File: src/rtl/owcrc_bit_counter.sv
module owcrc_bit_counter #(
  parameter int unsigned LEN_A = 64,
  parameter int unsigned LEN_B = 72
) (
  input  logic clk,
  input  logic rst_n,
  input  logic clear_i,
  input  logic sel_i,
  input  logic bit_vld_i,
  output logic last_o
);
  localparam int unsigned MAXLEN = (LEN_A > LEN_B) ? LEN_A : LEN_B;
  localparam int unsigned CW     = $clog2(MAXLEN + 1);
  localparam logic [CW-1:0] END_A = CW'(LEN_A - 1);
  localparam logic [CW-1:0] END_B = CW'(LEN_B - 1);

  logic [CW-1:0] cnt_q;
  logic [CW-1:0] cnt_d;
  logic [CW-1:0] end_cnt;
  logic          at_end;

  always_comb begin
    end_cnt = sel_i ? END_B : END_A;
    at_end  = (cnt_q == end_cnt);
    last_o  = bit_vld_i && !clear_i && at_end;
    cnt_d   = cnt_q;
    if (clear_i) begin
      cnt_d = '0;
    end else if (bit_vld_i) begin
      cnt_d = at_end ? '0 : cnt_q + 1'b1;
    end
  end

  always_ff @(posedge clk or negedge rst_n) begin
    if (!rst_n) cnt_q <= '0;
    else        cnt_q <= cnt_d;
  end
endmodule

File: config.mk
export PLATFORM = sky130hd
export DESIGN_NAME = owcrc_bit_counter
export DESIGN_NICKNAME = d
export VERILOG_FILES = /design/src/rtl/owcrc_bit_counter.sv
export SDC_FILE = /design/constraint.sdc
export NUM_CORES = 1
export LEC_CHECK = 0
export ABC_AREA = 1
export CORE_AREA = 2 2 39 41
export CTS_BUF_LIST = sky130_fd_sc_hd__clkbuf_2
export DETAILED_ROUTE_END_ITERATION = 16
export DIE_AREA = 0 0 41 43
export DONT_BUFFER_PORTS = 1
export SLEW_MARGIN = 20
export SYNTH_ARGS = -nofsm -noshare
export SYNTH_HDL_FRONTEND = slang
export SYNTH_SLANG_ARGS = --single-unit
File: constraint.sdc
create_clock -name clk -period 1.5 [get_ports clk]
set_input_delay 0.3 -clock clk [delete_from_list [all_inputs] [get_ports clk]]
set_output_delay 0.3 -clock clk [all_outputs]
set_load 0.02 [all_outputs]
==> metrics.md <==
| Metric | Value |
|---|---|
| Reg with most FFs | cnt_q |
| RSZ-0062 raised after global routing | yes |
| Clk sinks | 7 |
| Htree depth | 1 |
| R2r startpoint | cnt_q[0] |
| Final worst setup slack | -0.0753 ns |
| Starting Density | around a third |
| Worst hold start | clear_i |
| Initial detailed-routing violation count | 8 |
| Slowest stage cell, crit path | dfrtp_1 |
| Tightest Pin Transition | 0.347 ns |
| Via count | 421 |
| DRT antenna net count | 0 |
| Drt pass-1 iters | 4 |
| First-pass GRT wire length | 1530 um |
| Largest registers | cnt_q x7 |
| Cell with the most instances after synthesis | nand2_1 |
| Setup crit end kind | primary output |
| Peak VDD IR | 218 uV |
| Skew final | approximately 0.0048 ns |
| Max-slew violation count | 0 |
| Routed wire length | ~920 um |
| Clock-pin slew on the worst setup and hold paths | 0.08 ns |
| Pwr Total | 0.378 mW |
| Share of cells above drive strength 1 | between 20% and 30% |
| Largest net degree at the start of global routing | 8 |
| Synth top area share | 38.8% |
| I/O Buffers | 0 |
| Post-DP HPWL | 642 um |
| Post-Syn Area per Cell | 7.17 um^2 |
| Final Util | between 40% and 50% |
| Longest Clk Path Bufs | 2 |
| Syn Std Cell Area | 452 um^2 |
| Worst path buffer plus inverter count | 1 |
| Num CTS Buffers | 3 |
| Final nets | between 80 and 90 |
| CTS tree | built |
| Pwr per Cell Area | roughly 680 nW/um^2 |
| Pleak | 0.276 nW |
| R2R Path End | cnt_q[6] |
| Crit-path max FO | 2 |
| Routability congestion estimate from global placement | 0.685 |
| Via/cell ratio | 4.63 |
| Critical path required time | 1.20 ns |
| Reg2reg setup slack | 0.22 ns |
| Number of flip-flops in the largest register | 7 |
| Synth unique cells | 16 |
| Max Cap Viol | 0 |
| Final period util | 105% |
| Synth-to-layout area growth | 23.8% |
| Worst-Skew Late Latency | 0.23 ns |
| Final Hold Vio Count | 0 |
| Synth Net Count | 69 |
| Startpoint Class | register |
| Min Hold Slack | between 0.1 and 0.15 ns |
| CP Depth | 6 |
| Post-Layout Cell Count | 91 |
| Synth warn | 0 |
| Clk root buf | clkbuf_2 |
| Row count | 14 |
| Crit Path Class | register to primary output |
| Vias in the first global route | 400 |
| Worst hold path class | input port to register |
| Worst Hold Path Cells | 1 |
| Die width | between 40 and 50 um |
| Ys async rst share | 100% |
| Drt wl/cell | 10.1 um |
| Arrival time worst endpoint | 1.28 ns |
| R2r worst-path depth | 7 |
| Seq/Total Area, Yosys | 38.8% |
| Diodes inserted | 0 |
| Status | complete, but fails checks |
| Residual DRC | 0 |
| Post-synth top flop | dfrtp_1 |
| Critical path's most frequent cell | nand2_2 |
| F_max | 635 MHz |
| GR Overflow Total | 0 |
| Synth area leaders | dfrtp_1, nand2_1, inv_1 |
| Final Critical Period | 1.58 ns |
| Hold EP | cnt_q[2] |
| Die H | 43 um |
| Leading area contributor after synthesis | dfrtp_1 |
| Antenna violations before repair | 0 |
| Slowest stage delay, CP | roughly 0.37 ns |
| Crit path cell chain | ha_2, nand2_2, nor2_2, nand2_2, nor3_2, buf_4 |
| Post-synth EDFFs | 0 |
| Synth Register Bits | 7 |
| Worst path top cell family by delay | flip-flops |
| Worst rel slew slack | between 70% and 80% |
| Cell count after placement | 80 |
| Core area | 1380 um^2 |
| Fillcell total | 147 |
| Gr usage total | 13.3% |
| Final setup fails | 1 |
| Failing checks | setup timing |
| Synth top cells by count | nand2_1, inv_1, nor2_1, dfrtp_1, nand3_1 |
| Die footprint | 1760 um^2 |
| Cell count after synthesis | 63 |
| I/O pin cnt | 6 |
==> final cells by class <==
type	instances	area (um^2)	share of cell area, %
multi-input cells	46	244	43.6
flip-flops and latches	7	175	31.3
repair buffers	8	62.6	11.2
inverters	10	37.5	6.71
clock buffers	4	20.0	3.58
well taps	16	20.0	3.58
==> routing by layer <==
layer / vias to the layer above / GRT usage (%) / share of wire [%]
met5: - / 0 / 0
met4: 0 / 14.0 / 3.9
met3: 4 / 1.57 / 1.4
met2: 6 / 19.1 / 50
met1: 190 / 15.4 / 45
li1: 221 / - / -
==> metrics by stage <==
stage | setup WS [ns] | setup TNS [ns] | instance area, um^2
floorplan | 0.115 | 0 | 452
global placement | 0.117 | 0 | 479
detailed placement | 0.0869 | 0 | 479
CTS | -0.0592 | -0.0592 | 559
global route | -0.191 | -0.191 | 559
finish | -0.0753 | -0.0753 | 559
==> placed cells by master (no fill, tap or decap) <==
cell / n
a22o_1: 1
o21ai_0: 2
xor2_1: 2
nand2_2: 4
dfrtp_1: 7
inv_2: 1
nor3b_1: 1
nor2_1: 9
o21bai_1: 3
nand2_1: 14
nor2_2: 1
o21ai_1: 1
clkbuf_2: 4
inv_1: 9
nor3_2: 1
nand3_1: 5
dlygate4sd3_1: 1
ha_2: 1
buf_4: 7
a21oi_1: 1
==> cells by family (layout without fill, tap and decap cells) <==
logic type      count (synthesis)  after routing  share of synthesized area (%)
simple gates                   35             35                           34.9
fa+ha+maj                       1              1                           2.77
buf+inv                        10             22                           8.31
xor+xnor                        2              2                           3.88
compound gates                  8              8                           11.4
flops                           7              7                           38.8
==> where the power goes <==
group	internal [mW]	switching [mW]	total, mW
clock network	0.0709	0.0753	0.146
registers	0.193	0.00327	0.196
logic	0.0156	0.0197	0.0353
total	0.280	0.0983	0.378
==> what timing repair did <==
item,in CTS,in global routing
setup endpoints to repair,1,1
resized for setup,2,1
hold buffers,1,0
hold endpoints to repair,7,0
buffers inserted,6,0
pin swaps,2,1
==> worst reg2reg max path, cell delays in order, from the launching register on <==
cell	delay, ns
dfrtp_1	0.37
ha_2	0.20
buf_4	0.12
nand3_1	0.14
o21ai_0	0.18
nand2_1	0.07
nand3_1	0.06
nand2_1	0.05
==> how the worst max path moves through the flow <==
stage / to / startpoint / slack, ns
floorplan: last_o / cnt_q[0] / 0.12
global route: last_o / cnt_q[0] / -0.19
CTS: last_o / cnt_q[1] / -0.06
finish: last_o / cnt_q[0] / -0.08
global placement: last_o / cnt_q[1] / 0.12
detailed placement: last_o / cnt_q[0] / 0.09
No activity file was read; power rests on OpenSTA's default activity.
